<file path="src/rtl/fg_sync_pkg.sv">
package fg_sync_pkg;

  // Per-cycle events decoded from the camera strobes
  typedef struct packed {
    logic line_start;  // accepted rising line strobe
    logic first_line;  // accepted line is the first of its frame
    logic pix_ok;      // qualified pixel this cycle
    logic line_end;    // accepted line has just ended
    logic frame_end;   // latched frame state is clearing
  } fg_evt_t;

endpackage

</file>
<file path="src/rtl/fg_sync_ctrl.sv">
module fg_sync_ctrl
  import fg_sync_pkg::*;
(
  input  logic    clk,
  input  logic    rst,
  input  logic    cfg_use_dval,
  input  logic    fv_in,
  input  logic    lv_in,
  input  logic    dv_in,
  output fg_evt_t evt
);

  logic fv_lat;   // latched frame state
  logic lv_q;     // previous line strobe
  logic armed;    // waiting for the first line of a frame
  logic in_line;  // an accepted line is running

  logic lv_rise, fv_upd, fv_nxt, fv_rise, armed_eff, line_on, dv_ok;

  always_comb begin
    lv_rise   = lv_in & ~lv_q;
    // frame strobe only taken while no line runs, or when one starts
    fv_upd    = ~lv_in | lv_rise;
    fv_nxt    = fv_upd ? fv_in : fv_lat;
    fv_rise   = fv_nxt & ~fv_lat;
    armed_eff = armed | fv_rise;
    line_on   = (lv_rise & fv_in) | (in_line & lv_in);
    dv_ok     = cfg_use_dval ? dv_in : 1'b1;

    evt.line_start = lv_rise & fv_in;
    evt.first_line = lv_rise & fv_in & armed_eff;
    evt.pix_ok     = line_on & dv_ok;
    evt.line_end   = in_line & ~lv_in;
    evt.frame_end  = fv_lat & ~fv_nxt;
  end

  always_ff @(posedge clk) begin
    if (rst) begin
      fv_lat  <= 1'b0;
      lv_q    <= 1'b1;  // treat a high line strobe at reset as mid-line
      armed   <= 1'b1;
      in_line <= 1'b0;
    end else begin
      fv_lat  <= fv_nxt;
      lv_q    <= lv_in;
      armed   <= (lv_rise & fv_in) ? 1'b0 : armed_eff;
      in_line <= line_on;
    end
  end

endmodule

</file>
<file path="src/rtl/fg_sync_cnt.sv">
module fg_sync_cnt
  import fg_sync_pkg::*;
#(
  parameter int COL_W = 12,
  parameter int ROW_W = 12
) (
  input  logic             clk,
  input  logic             rst,
  input  fg_evt_t          evt,
  output logic [COL_W-1:0] col_o,
  output logic [ROW_W-1:0] row_o
);

  localparam logic [COL_W-1:0] COL_ONE = COL_W'(1);
  localparam logic [ROW_W-1:0] ROW_ONE = ROW_W'(1);

  logic [COL_W-1:0] col_cnt;  // index of the next qualified pixel

  always_ff @(posedge clk) begin
    if (rst) begin
      col_o   <= '0;
      col_cnt <= '0;
      row_o   <= '0;
    end else if (evt.line_start) begin
      col_o   <= '0;
      col_cnt <= evt.pix_ok ? COL_ONE : '0;
      row_o   <= evt.first_line ? '0 : row_o + ROW_ONE;
    end else if (evt.pix_ok) begin
      col_o   <= col_cnt;
      col_cnt <= col_cnt + COL_ONE;
    end
  end

endmodule

</file>
<file path="src/rtl/fg_sync_out.sv">
module fg_sync_out
  import fg_sync_pkg::*;
#(
  parameter int DATA_W = 16
) (
  input  logic              clk,
  input  logic              rst,
  input  fg_evt_t           evt,
  input  logic [DATA_W-1:0] pix_in,
  output logic [DATA_W-1:0] pix_o,
  output logic              pix_valid_o,
  output logic              sof_o,
  output logic              eol_o,
  output logic              eof_o
);

  logic sof_pend;  // frame started, first pixel not yet seen
  logic sof_eff;

  assign sof_eff = evt.first_line | sof_pend;

  always_ff @(posedge clk) begin
    if (rst) begin
      pix_o       <= '0;
      pix_valid_o <= 1'b0;
      sof_o       <= 1'b0;
      eol_o       <= 1'b0;
      eof_o       <= 1'b0;
      sof_pend    <= 1'b0;
    end else begin
      pix_o       <= pix_in;
      pix_valid_o <= evt.pix_ok;
      sof_o       <= evt.pix_ok & sof_eff;
      sof_pend    <= sof_eff & ~evt.pix_ok;
      eol_o       <= evt.line_end;
      eof_o       <= evt.frame_end;
    end
  end

endmodule

</file>
<file path="src/rtl/fg_sync_decoder.sv">
module fg_sync_decoder
  import fg_sync_pkg::*;
#(
  parameter int DATA_W = 16,
  parameter int COL_W  = 12,
  parameter int ROW_W  = 12
) (
  input  logic              clk,
  input  logic              rst,
  input  logic              cfg_use_dval,
  input  logic              fv_in,
  input  logic              lv_in,
  input  logic              dv_in,
  input  logic [DATA_W-1:0] pix_in,
  output logic [DATA_W-1:0] pix_o,
  output logic              pix_valid_o,
  output logic [COL_W-1:0]  col_o,
  output logic [ROW_W-1:0]  row_o,
  output logic              sof_o,
  output logic              eol_o,
  output logic              eof_o
);

  fg_evt_t evt;

  fg_sync_ctrl u_ctrl (
    .clk          (clk),
    .rst          (rst),
    .cfg_use_dval (cfg_use_dval),
    .fv_in        (fv_in),
    .lv_in        (lv_in),
    .dv_in        (dv_in),
    .evt          (evt)
  );

  fg_sync_cnt #(.COL_W(COL_W), .ROW_W(ROW_W)) u_cnt (
    .clk   (clk),
    .rst   (rst),
    .evt   (evt),
    .col_o (col_o),
    .row_o (row_o)
  );

  fg_sync_out #(.DATA_W(DATA_W)) u_out (
    .clk         (clk),
    .rst         (rst),
    .evt         (evt),
    .pix_in      (pix_in),
    .pix_o       (pix_o),
    .pix_valid_o (pix_valid_o),
    .sof_o       (sof_o),
    .eol_o       (eol_o),
    .eof_o       (eof_o)
  );

endmodule

</file>
<file path="config.mk">
export PLATFORM = sky130hd
export DESIGN_NAME = fg_sync_decoder
export DESIGN_NICKNAME = d
export VERILOG_FILES = /design/src/rtl/fg_sync_pkg.sv /design/src/rtl/fg_sync_ctrl.sv /design/src/rtl/fg_sync_cnt.sv /design/src/rtl/fg_sync_out.sv /design/src/rtl/fg_sync_decoder.sv
export SDC_FILE = /design/constraint.sdc
export NUM_CORES = 1
export LEC_CHECK = 0
export ABC_AREA = 1
export BUFFER_PORTS_ARGS = -buffer_cell sky130_fd_sc_hd__buf_2
export CAP_MARGIN = 20
export CORE_UTILIZATION = 40
export DETAILED_ROUTE_END_ITERATION = 8
export PLACE_DENSITY_LB_ADDON = 0.25
export SLEW_MARGIN = 10
export SYNTH_ARGS = -nofsm -noshare
export SYNTH_HDL_FRONTEND = slang
export SYNTH_SLANG_ARGS = --single-unit
</file>
<file path="constraint.sdc">
create_clock -name clk -period 3.5 [get_ports clk]
set_input_delay 0.7 -clock clk [delete_from_list [all_inputs] [get_ports clk]]
set_output_delay 0.7 -clock clk [all_outputs]
set_load 0.01 [all_outputs]
</file>
# ---- After elaboration in Yosys (flattened, before gate mapping)
# Cells that the tools add are included.
# Widths: inputs -> output; s select.
dict set report word_totals {
  out_inout_bits 44
  ff_bits 61
  inputBits 22
  wordCells 43
}
dict set report op_classes {
  n_mux 7
  bitwise_logic 19
  reduce_logical 2
  addsub 2
}
# operator count
set ops {}
lappend ops {{$mux 12} 3}
lappend ops {{$add 12x1->12 const B} 2}
lappend ops {{$and 1x1->1} 10}
lappend ops {{$not 1->1} 5}
lappend ops {{$mux 1} 4}
lappend ops {{$or 1x1->1} 4}
lappend ops {{$reduce_bool 2->1} 1}
lappend ops {{$reduce_or 2->1} 1}

# ---- Longest topological paths before layout
# Gate-level depths: netlist (run 1).
dict set report logic_depth {
  ltp_word 9
  ltp_mapped 10
  ltp_nobuf 9
}

# ---- Cells and area by module
# A second synthesis (run 1) with hierarchy kept.
dict set report unflattened {
  hier_cells 325
  area_unflattened_um2 2468.6
}
# mod instances cells_each area_each_um2 seq_area_each_um2
set by_module_without_submodules {}
lappend by_module_without_submodules {fg_sync_cnt 1 230 1647.8 720.7}
lappend by_module_without_submodules {fg_sync_out 1 67 611.8 420.4}
lappend by_module_without_submodules {fg_sync_ctrl 1 28 209.0 80.1}

# ---- Worst setup path before layout (run 1)
# No wires, ideal clock.
dict set report synth_path {
  kind {input to register}
  startpoint {input rst}
  endpoint {register u_cnt.col_cnt[6]}
  path_slack_ns 1.955
  setup_ns 0.116
  arrival_time_ns 1.429
  path_buffers 2
  required_ns 3.384
  stages 7
  path_cell_list {clkbuf_1 -> inv_1 -> nand2_1 -> inv_1 -> buf_2 -> o21ai_0 -> nor2_1}
}
# item line
set synth_lines {}
lappend synth_lines {{start, declared} fg_sync_decoder.sv:9} ;# input logic rst,
lappend synth_lines {{end signal, assigned} fg_sync_cnt.sv:26} ;# col_cnt <= evt.pix_ok ? COL_ONE : '0;
lappend synth_lines {{end signal, assigned} fg_sync_cnt.sv:30} ;# col_cnt <= col_cnt + COL_ONE;
lappend synth_lines {{end, declared} fg_sync_cnt.sv:17} ;# logic [COL_W-1:0] col_cnt;

# ---- Worst setup path in the final report (run 1)
dict set report layout_path {
  startpoint {input lv_in}
  endpoint {register u_cnt.col_cnt[10]}
}
dict set report layout_between {
  elab_chain_cells 5
  elab_cells_between_ends 7
  classes_between {mux: 1; bitwise: 5; reduce/logical: 1}
}
# item line
set layout_rtl {}
lappend layout_rtl {{start, declared} fg_sync_decoder.sv:12} ;# input logic lv_in,
lappend layout_rtl {{$and 1x1->1} fg_sync_ctrl.sv:21} ;# lv_rise = lv_in & ~lv_q;
lappend layout_rtl {{$and 1x1->1} {fg_sync_ctrl.sv:27, fg_sync_ctrl.sv:30}}
lappend layout_rtl {{$or 1x1->1} fg_sync_ctrl.sv:27} ;# line_on = (lv_rise & fv_in) | (in_line & lv_in);
lappend layout_rtl {{$and 1x1->1} fg_sync_ctrl.sv:32} ;# evt.pix_ok = line_on & dv_ok;
lappend layout_rtl {{$reduce_bool 2->1 (no source line)} --}
# Several ways; a longest one is shown, not always the timed one.
# A chain may end at the register's enable or synchronous reset.

==> results of run 1 <==
-- routing by layer --
metal / wire length (µm) / track usage, %
met5: 0 / 0
met4: 78 / 9.82
met3: 230 / 4.69
met2: 2040 / 26.3
met1: 2130 / 18.8
-- critical path: cells and delay by family --
family / cells / cell delay (ps)
AND/OR/NAND/NOR: 5 / 740
AO/OA/AOI/OAI: 1 / 630
buffers and inverters: 1 / 120
-- logic make-up (layout without fill, tap and decap cells) --
group | count (synthesis) | after routing
simple gates | 133 | 133
buf+inv | 64 | 136
xor+xnor | 5 | 5
fa+ha+maj | 2 | 2
flops | 61 | 61
compound gates | 47 | 47
-- final timing paths --
| kind | start | depth (start not counted) | to | slack (ps) |
|---|---|---|---|---|
| max | lv_in | 7 | u_cnt.col_cnt[10] | 1570 |
| min | u_ctrl.in_line | 2 | u_out.eol_o | 460 |
| max reg2reg | u_ctrl.lv_q | 7 | u_cnt.col_cnt[10] | 1730 |
| min reg2reg | u_ctrl.in_line | 2 | u_out.eol_o | 460 |
-- metrics by stage --
stage	utilization (%)	instance area [µm²]	cells	hold slack [ps]	setup slack, ps
detailed placement	49.0	2760	440	456	1210
floorplan	-	2410	312	428	1950
global placement	49.0	2760	440	456	1280
finish	52.1	2940	456	464	1570
global route	52.1	2940	456	487	1350
CTS	52.1	2940	456	465	1570
-- cell usage after synthesis, types with 3 or more instances --
cell / number / area, µm²
clkbuf_1: 3 / 11.3
buf_6: 3 / 33.8
xor2_1: 4 / 35.0
nor3_1: 3 / 15.0
nand3_1: 16 / 80.1
buf_2: 3 / 15.0
dfxtp_1: 61 / 1220
nor2_4: 3 / 33.8
o21ai_1: 10 / 50.1
nand2_1: 42 / 158
inv_1: 54 / 203
o21ai_0: 13 / 65.1
nor3_2: 3 / 30.0
nor2_1: 59 / 221
a21oi_1: 19 / 95.1
-- flip-flops by register name, indices dropped and copies added, names as in the netlist --
name               count
u_cnt.col_cnt         12
u_cnt.col_o           12
u_cnt.row_o           12
u_ctrl.armed           1
u_ctrl.fv_lat          1
u_ctrl.in_line         1
u_ctrl.lv_q            1
u_out.eof_o            1
u_out.eol_o            1
u_out.pix_o           16
u_out.pix_valid_o      1
u_out.sof_o            1
u_out.sof_pend         1
-- where the power goes --
group          internal [µW]  total, µW  switching, µW
registers                714        720           6.84
logic                   32.8       84.0           51.2
clock network            292        554            262
-- final cells by class --
type,count,area (µm²),area share (%)
Multi-Input combinational cell,187,920,31.3
Tap cell,72,90.1,3.06
Timing Repair Buffer,65,325,11.1
Clock inverter,4,22.5,0.766
Sequential cell,61,1220,41.5
Inverter,55,206,7.02
Clock buffer,12,155,5.28
==> flow_summary_export.csv, run 1 <==
group,metric,value,unit
worst_setup_path,critical_path.endpoint_type,"register",
routing,vias,2017,
worst_setup_path,critPathMostFrequentCell,"nand2_1",
global_routing,grt_usage,16.2,%
clock_tree,numCtsBuffers,9,
power,p_leak,0.00141,µW
finish,drive_above_1_share,24.5,%
clock_tree,cts_resized,0,
synth,synth_cells,312,
timing,drv_slew,0,
synth,synth.cell_area,2410,µm²
timing,fin_worst_skew,3.78,ps
clock_tree,cts_htree_levels,3,
synth,synth-simple-area-share,24.7,%
global_routing,antenna_found_initial,0,
worst_setup_path,crit_chain,"buf_2 -> nand3_2 -> a21oi_4 -> nand3_1 -> nand2_1 -> nand2_1 -> nor2_1",
finish,nets,403,
timing,max_slew_margin,59.1,%
clock_tree,cts_tree,"built",
clock_tree,path_clk_slew,70,ps
clock_tree,cts.sinks,61,
finish,layout_commonest_cell,"buf_2",
placed_design,gp_congestion,0.752,
placed_design,hpwlAfterDp,3170,µm
clock_tree,clock_path_buffers,2,
global_routing,grt_pass1_wl,7880,µm
floorplanning,die_h,79.6,µm
power,power_density,462,nW/µm²
worst_setup_path,criticalPathCategory,"in -> reg",
routing,drt_pass1_iterations,4,
power,total_power,1360,µW
routing,drtIter0Drc,64,
floorplanning,dieArea,6330,µm²
timing,tns,0,ps
synth,avgSynthCellArea,7.72,µm²
global_routing,grt_max_degree,29,
synth,ys_types,28,
routing,drc,0,
hold_path,min_path_type,"reg -> reg",
finish,area_delta_synth_final,22.1,%
timing,fin_crit_sh,55.0,%
clock_tree,postCtsHoldBufs,0,
synth,yosys_warnings,0,
synth,synth-edff-count,0,
worst_setup_path,cp_max_fo,28,
routing,wirelength,4470,µm
timing,fmax,0.519,GHz
timing,rsz0062_at_grt,"false",
clock_tree,clock_latency,330,ps
routing,wire_per_inst,9.81,µm
placed_design,port-buffer-count,65,
worst_setup_path,start_kind,"input port",
worst_setup_path,required,3770,ps
worst_setup_path,cp_slowest_cell,"a21oi_4",
worst_setup_path,crit_arrival,2200,ps
global_routing,first_global_vias,1870,
synth,synth_fa_ha_area_share,1.04,%
floorplanning,rows,27,
synth,synthMuxAreaShare,0,%
finish,nFillCells,550,
timing,timing.final.hold_violations,0,
synth,synth_compound_gate_area_share,10.6,%
timing,worst_pin_slew,612,ps
synth,synth-async-reset-ratio,0,%
status,outcome,"finished clean",
finish,layout_common_cells,"buf_2 (65), dfxtp_1 (61), nor2_1 (59)",
finish,diodes,0,
worst_setup_path,slowest_delay,630,ps
synth,synthXorXnorAreaFrac,1.82,%
global_routing,grt_overflow,0,
power,ir_worst_vdd,0.201,mV
synth,synth_top_family_by_area,"simple AND/OR/NAND/NOR gates",
flow_run,maxCapViolCount,0,
routing,ant_nets,0,
floorplanning,die_x,79.6,µm
timing,setup_viol_count_final,0,
clock_tree,post_cts_buffers,0,
floorplanning,coreArea,5640,µm²
timing,layout_min_cycle_time,1930,ps
synth,ys_seq_area_share,50.7,%
floorplanning,start_util,42.7,%
synth,ys_seq_elements,61,
synth,synthFlopType,"dfxtp_1",
floorplanning,io_pins,66,
clock_tree,ctsRootBufferMaster,"clkbuf_8",
synth,syn_nets,336,
routing,vias_per_cell,4.42,
Power figures use the tool's default switching activity.
==> inputs of run 2 (changes only) <==
ABC_AREA = 0   (was 1)
clock period = 1.6 ns   (was 3.5 ns; I/O delays follow)
==> run 2 against run 1 <==
Against the previous run:
- count of clock-buffer cells in the layout stayed put
- critical path type is now reg -> reg
- via count is 0.84% higher
- critical path depth is 2 lower
- global-route usage is 1.6 points higher
- combinational power is 120% higher
- design area is 4.0% higher
- register-to-register slack worse by 1600 ps
- power is 130% higher
- sequential cell count stayed put
- first-iteration DRC count is 9.4% higher
- sequential power is 120% higher
- highest routed layer unchanged
==> flow_summary_export.csv, run 2 <==
group,metric,value,unit
status,outcome,"finished clean",
synth,yosysTopAreaCellShare,53.4,%
clock_tree,numCtsBuffers,9,
global_routing,grt_max_degree,24,
finish,largest_reg_flops,16,
routing,vias,2034,
synth,synth.cell_area,2290,µm²
synth,ys_types,38,
hold_path,worstHoldEndpoint,"u_out.pix_o[14]",
routing,wire_per_inst,12.2,µm
synth,synthTopCellsByCount,"dfxtp_1 (61), nand2_1 (35), a21oi_1 (27)",
floorplanning,start_util,41.5,%
worst_setup_path,required,1860,ps
clock_tree,cts_htree_levels,3,
synth,avgSynthCellArea,9.11,µm²
finish,fin_cells,414,
timing,timing.final.hold_violations,0,
finish,top_register,"u_out.pix_o",
synth,ys_seq_elements,61,
floorplanning,coreArea,5510,µm²
timing,fin_crit_sh,93.1,%
clock_tree,cts.sinks,61,
global_routing,antenna_found_initial,0,
timing,setup_viol_count_final,0,
global_routing,first_global_vias,1821,
synth,ys_seq_area_share,53.4,%
finish,diodes,0,
placed_design,gp_congestion,0.792,
synth,synthFlopType,"dfxtp_1",
routing,drc,0,
finish,layout_common_cells,"buf_2 (65), dfxtp_1 (59), nand2_1 (35)",
floorplanning,die_x,77.6,µm
clock_tree,clock_path_buffers,2,
clock_tree,ctsRootBufferMaster,"clkbuf_8",
power,p_leak,0.00124,µW
timing,fin_worst_skew,10.1,ps
global_routing,grt_pass1_wl,8400,µm
worst_setup_path,reg2reg_to,"u_cnt.col_cnt[7]",
floorplanning,dieArea,6020,µm²
worst_setup_path,crit_chain,"and2b_2 -> buf_4 -> o2111ai_4 -> or3_1 -> a21oi_1",
global_routing,grt_usage,17.9,%
synth,yosysMostFrequentCell,"dfxtp_1",
synth,synth_top_cells_by_area,"dfxtp_1 (53%), a21oi_1 (5.9%), nand2_1 (5.7%), nor2b_1 (4.9%), xnor2_1 (3.4%)",
finish,area_delta_synth_final,33.8,%
hold_path,worstHoldStart,"pix_in[14]",
worst_setup_path,crit_arrival,1740,ps
finish,layout_commonest_cell,"buf_2",
synth,syn_nets,275,
global_routing,grt_overflow,0,
worst_setup_path,reg2reg_depth,5,
floorplanning,die_h,77.6,µm
timing,drv_slew,0,
worst_setup_path,start_kind,"register",
power,ir_worst_vdd,0.548,mV
worst_setup_path,critical_path.endpoint_type,"register",
synth,yosysTopAreaCell,"dfxtp_1",
clock_tree,clock_latency,330,ps
finish,drive_above_1_share,32.7,%
synth,yosys_warnings,0,
clock_tree,postCtsHoldBufs,0,
worst_setup_path,rr_startpoint,"u_ctrl.lv_q",
timing,rsz0062_at_grt,"false",
worst_setup_path,criticalPathCategory,"reg -> reg",
worst_setup_path,cp_slowest_cell,"or3_1",
worst_setup_path,cp_max_fo,6,
hold_path,min_path_type,"in -> reg",
routing,vias_per_cell,4.91,
placed_design,hpwlAfterDp,3380,µm
routing,drt_pass1_iterations,4,
routing,drtIter0Drc,70,
placed_design,post-place-ws,-23.0,ps
worst_setup_path,r2r_setup_slack,110,ps
timing,worst_pin_slew,308,ps
timing,max_slew_margin,79.3,%
timing,layout_min_cycle_time,1490,ps
synth,synth-async-reset-ratio,0,%
timing,fmax,0.671,GHz
routing,ant_nets,0,
placed_design,place_inst,395,
synth,synth-edff-count,0,
finish,nFillCells,512,
power,power_density,1020,nW/µm²
placed_design,port-buffer-count,65,
clock_tree,path_clk_slew,70,ps
routing,wirelength,5060,µm
worst_setup_path,slowest_delay,380,ps
floorplanning,io_pins,66,
hold_path,whs_path_depth,2,
flow_run,maxCapViolCount,0,
timing,layout_setup_ws,110,ps
floorplanning,rows,27,
finish,nets,362,
clock_tree,cts_tree,"built",
synth,synth_cells,251,
run 2: cell types whose count changed after synthesis, sizes merged, moves of 4 or more:
cell	delta
xnor2	+8
inv	-48
or3	+8
nand2	-11
nor2	-47
nand3	-9
or4	+4
nand4	+4
o31ai	+4
nor2b	+18
o21ai	-15
a21oi	+7
run 2: cells by family (layout without fill, tap and decap cells):
group	count (synthesis)	in the layout	synth area share, %
AO/OA/AOI/OAI	44	45	11.1
adder cells (fa/ha/maj)	2	2	1.09
XOR/XNOR	11	11	4.21
flip-flops	61	61	53.4
AND/OR/NAND/NOR	115	115	26.5
buffers and inverters	17	107	3.23
multiplexers	1	1	0.438
run 2: stage by stage:
step / TNS [ps] / hold slack (ps) / cell area [µm²] / util [%] / power (µW)
floorplan: 0 / 392 / 2290 / - / 1680
global placement: 0 / 443 / 2790 / 50.7 / 1770
detailed placement: -60.9 / 444 / 2790 / 50.7 / 1770
CTS: 0 / 189 / 3000 / 54.5 / 3140
global route: 0 / 191 / 3060 / 55.6 / 3230
finish: 0 / 202 / 3060 / 55.6 / 3130
run 2: worst max path at each step:
stage	cells past startpoint	start	slack [ps]	end
finish	5	u_ctrl.lv_q	110	u_cnt.col_cnt[7]
global route	4	u_cnt.col_cnt[6]	9	u_cnt.col_cnt[9]
CTS	5	u_ctrl.lv_q	4	u_cnt.col_cnt[7]
detailed placement	5	dv_in	-20	u_cnt.col_cnt[9]
global placement	5	fv_in	4	u_cnt.col_cnt[5]
floorplan	4	u_cnt.row_o[4]	140	u_cnt.row_o[11]
run 2: layer usage:
metal  GRT usage (%)  share of wire, %  vias to the layer above
met5               0                 0                        -
met4            9.62               1.4                        0
met3            4.35               3.3                        6
met2            28.3                47                       42
met1            22.3                48                      954
li1                -                 -                     1032
run 2: timing repair:
action / in CTS / in global routing
pin swaps: 0 / 2
setup buffers: 0 / 3
endpoints found under the setup margin: 1 / 5
cloned: 0 / 1
resized for setup: 1 / 5
run 2: where the power goes:
part | internal, µW | switching (µW) | leakage (µW) | total (µW)
clock network | 797 | 585 | 0.0000947 | 1380
registers | 1550 | 10.8 | 0.000498 | 1560
logic | 84.0 | 100 | 0.000649 | 184
total | 2430 | 696 | 0.00124 | 3130
run 2: area by class of cell:
class                           instances  area (µm²)  area share, %
Clock buffer                           12         155           5.07
Clock inverter                          3        45.0           1.47
Inverter                                7        26.3          0.859
Multi-Input combinational cell        174        1030           33.7
Sequential cell                        61        1220           40.0
Tap cell                               72        90.1           2.94
Timing Repair Buffer                   85         488           16.0
run 2: critical path: cells and delay by family, from the launching register on:
family / cells / cell delay (ps)
buffers and inverters: 1 / 150
AND/OR/NAND/NOR: 2 / 660
flip-flops: 1 / 310
AO/OA/AOI/OAI: 2 / 290
==> inputs of run 3 (changes only) <==
REMOVE_ABC_BUFFERS = 1   (was unset)
==> run 3 against run 2 <==
Against the previous run:
- hold slack got worse by 5.6 ps
- non-clock buffer count fell by 1
- design area up 0.98%
- maximum frequency fell by 1.4%
- setup slack worse by 20 ps
- highest routed layer unchanged
==> flow_summary_export.csv, run 3 (synthesized netlist as in run 2, its figures left out) <==
group,metric,value,unit
global_routing,first_global_vias,1867,
power,ir_worst_vdd,0.527,mV
power,power_density,1130,nW/µm²
global_routing,antenna_found_initial,0,
floorplanning,dieArea,6020,µm²
worst_setup_path,critical_path.endpoint_type,"register",
global_routing,grt_max_degree,24,
routing,wire_per_inst,12.0,µm
flow_run,maxCapViolCount,0,
routing,ant_nets,0,
global_routing,grt_usage,17.9,%
floorplanning,die_h,77.6,µm
timing,setup_viol_count_final,0,
timing,fin_worst_skew,4.67,ps
power,total_power,3480,µW
timing,fmax,0.662,GHz
worst_setup_path,criticalPathCategory,"reg -> reg",
finish,top_register,"u_out.pix_o",
worst_setup_path,crit_arrival,1770,ps
floorplanning,io_pins,66,
clock_tree,clock_latency,330,ps
worst_setup_path,required,1860,ps
finish,layout_commonest_cell,"buf_2",
worst_setup_path,start_kind,"register",
power,p_leak,0.00127,µW
clock_tree,clock_path_buffers,2,
finish,nets,360,
timing,tns,0,ps
finish,diodes,0,
placed_design,gp_congestion,0.797,
routing,drtIter0Drc,49,
routing,drt_pass1_iterations,4,
routing,vias_per_cell,4.80,
timing,fin_crit_sh,94.4,%
clock_tree,numCtsBuffers,9,
placed_design,port-buffer-count,65,
clock_tree,cts_htree_levels,3,
clock_tree,ctsRootBufferMaster,"clkbuf_8",
finish,drive_above_1_share,31.4,%
routing,vias,1984,
clock_tree,postCtsHoldBufs,0,
floorplanning,coreArea,5510,µm²
timing,layout_min_cycle_time,1510,ps
timing,drv_slew,0,
placed_design,hpwlAfterDp,3520,µm
routing,drc,0,
floorplanning,die_x,77.6,µm
status,outcome,"finished clean",
finish,area_delta_synth_final,35.1,%
clock_tree,cts.sinks,61,
timing,max_slew_margin,72.0,%
timing,worst_pin_slew,420,ps
clock_tree,cts_tree,"built",
floorplanning,start_util,41.5,%
finish,nFillCells,515,
hold_path,min_path_type,"in -> reg",
finish,fin_util,56.1,%
timing,timing.final.hold_violations,0,
routing,wirelength,4940,µm
floorplanning,rows,27,
global_routing,grt_pass1_wl,8360,µm
global_routing,grt_overflow,0,
clock_tree,cts_resized,0,
clock_tree,path_clk_slew,70,ps
finish,largest_reg_flops,16,
finish,layout_common_cells,"buf_2 (65), dfxtp_1 (61), nand2_1 (35)",
clock_tree,post_cts_buffers,0,
worst_setup_path,cp_max_fo,6,
run 3: cell types whose count changed in the layout (fill, tap and decap cells not counted), sizes merged:
cell	change
buf	-1
o211ai	-1
clkinvlp	-2
clkbuf	+1
bufinv	+2
run 3: layout make-up:
type / count / area [µm²] / area share, %
Inverter: 7 / 26.3 / 0.851
Timing Repair Buffer: 84 / 493 / 16.0
Multi-Input combinational cell: 173 / 1000 / 32.4
Clock inverter: 3 / 90.1 / 2.92
Clock buffer: 13 / 169 / 5.47
Tap cell: 72 / 90.1 / 2.92
Sequential cell: 61 / 1220 / 39.5
run 3: per-layer routing:
metal / up-vias / wire length [µm] / GRT usage (%)
met1: 913 / 2360 / 22.0
li1: 1032 / - / -
met5: - / 0 / 0
met3: 8 / 174 / 5.65
met4: 0 / 86 / 7.92
met2: 31 / 2320 / 28.5
run 3: worst max-delay path, stage by stage, from the launching register on:
cell       delay (ps)
dfxtp_1           310
and2b_1           260
buf_4             130
o2111ai_1         200
or3_1             410
a21oi_1           140
run 3: where the power goes:
| part | leakage (µW) | switching, µW | internal, µW |
|---|---|---|---|
| Sequential | 0.000497 | 10.4 | 1550 |
| Clock | 0.000130 | 573 | 1160 |
| Combinational | 0.000646 | 95.4 | 83.9 |
run 3: path summary, 6_finish.rpt:
path                                      from  slack, ps  cells after the start               end
worst max-delay path               u_ctrl.lv_q         90                      5  u_cnt.col_cnt[8]
worst min-delay path                pix_in[12]        200                      2   u_out.pix_o[12]
worst max register to register     u_ctrl.lv_q         90                      5  u_cnt.col_cnt[8]
worst min register to register  u_cnt.col_o[5]        450                      2    u_cnt.col_o[5]
run 3: through the flow:
step	setup WS, ps	cells	hold slack (ps)	cell area, µm²
2_1_floorplan	-37.9	241	389	2240
3_5_place_dp	11.5	397	444	2820
5_1_grt	-10.6	413	187	3090
3_3_place_gp	62.4	397	442	2820
6_report	89.7	413	196	3090
4_1_cts	51.6	413	178	3080
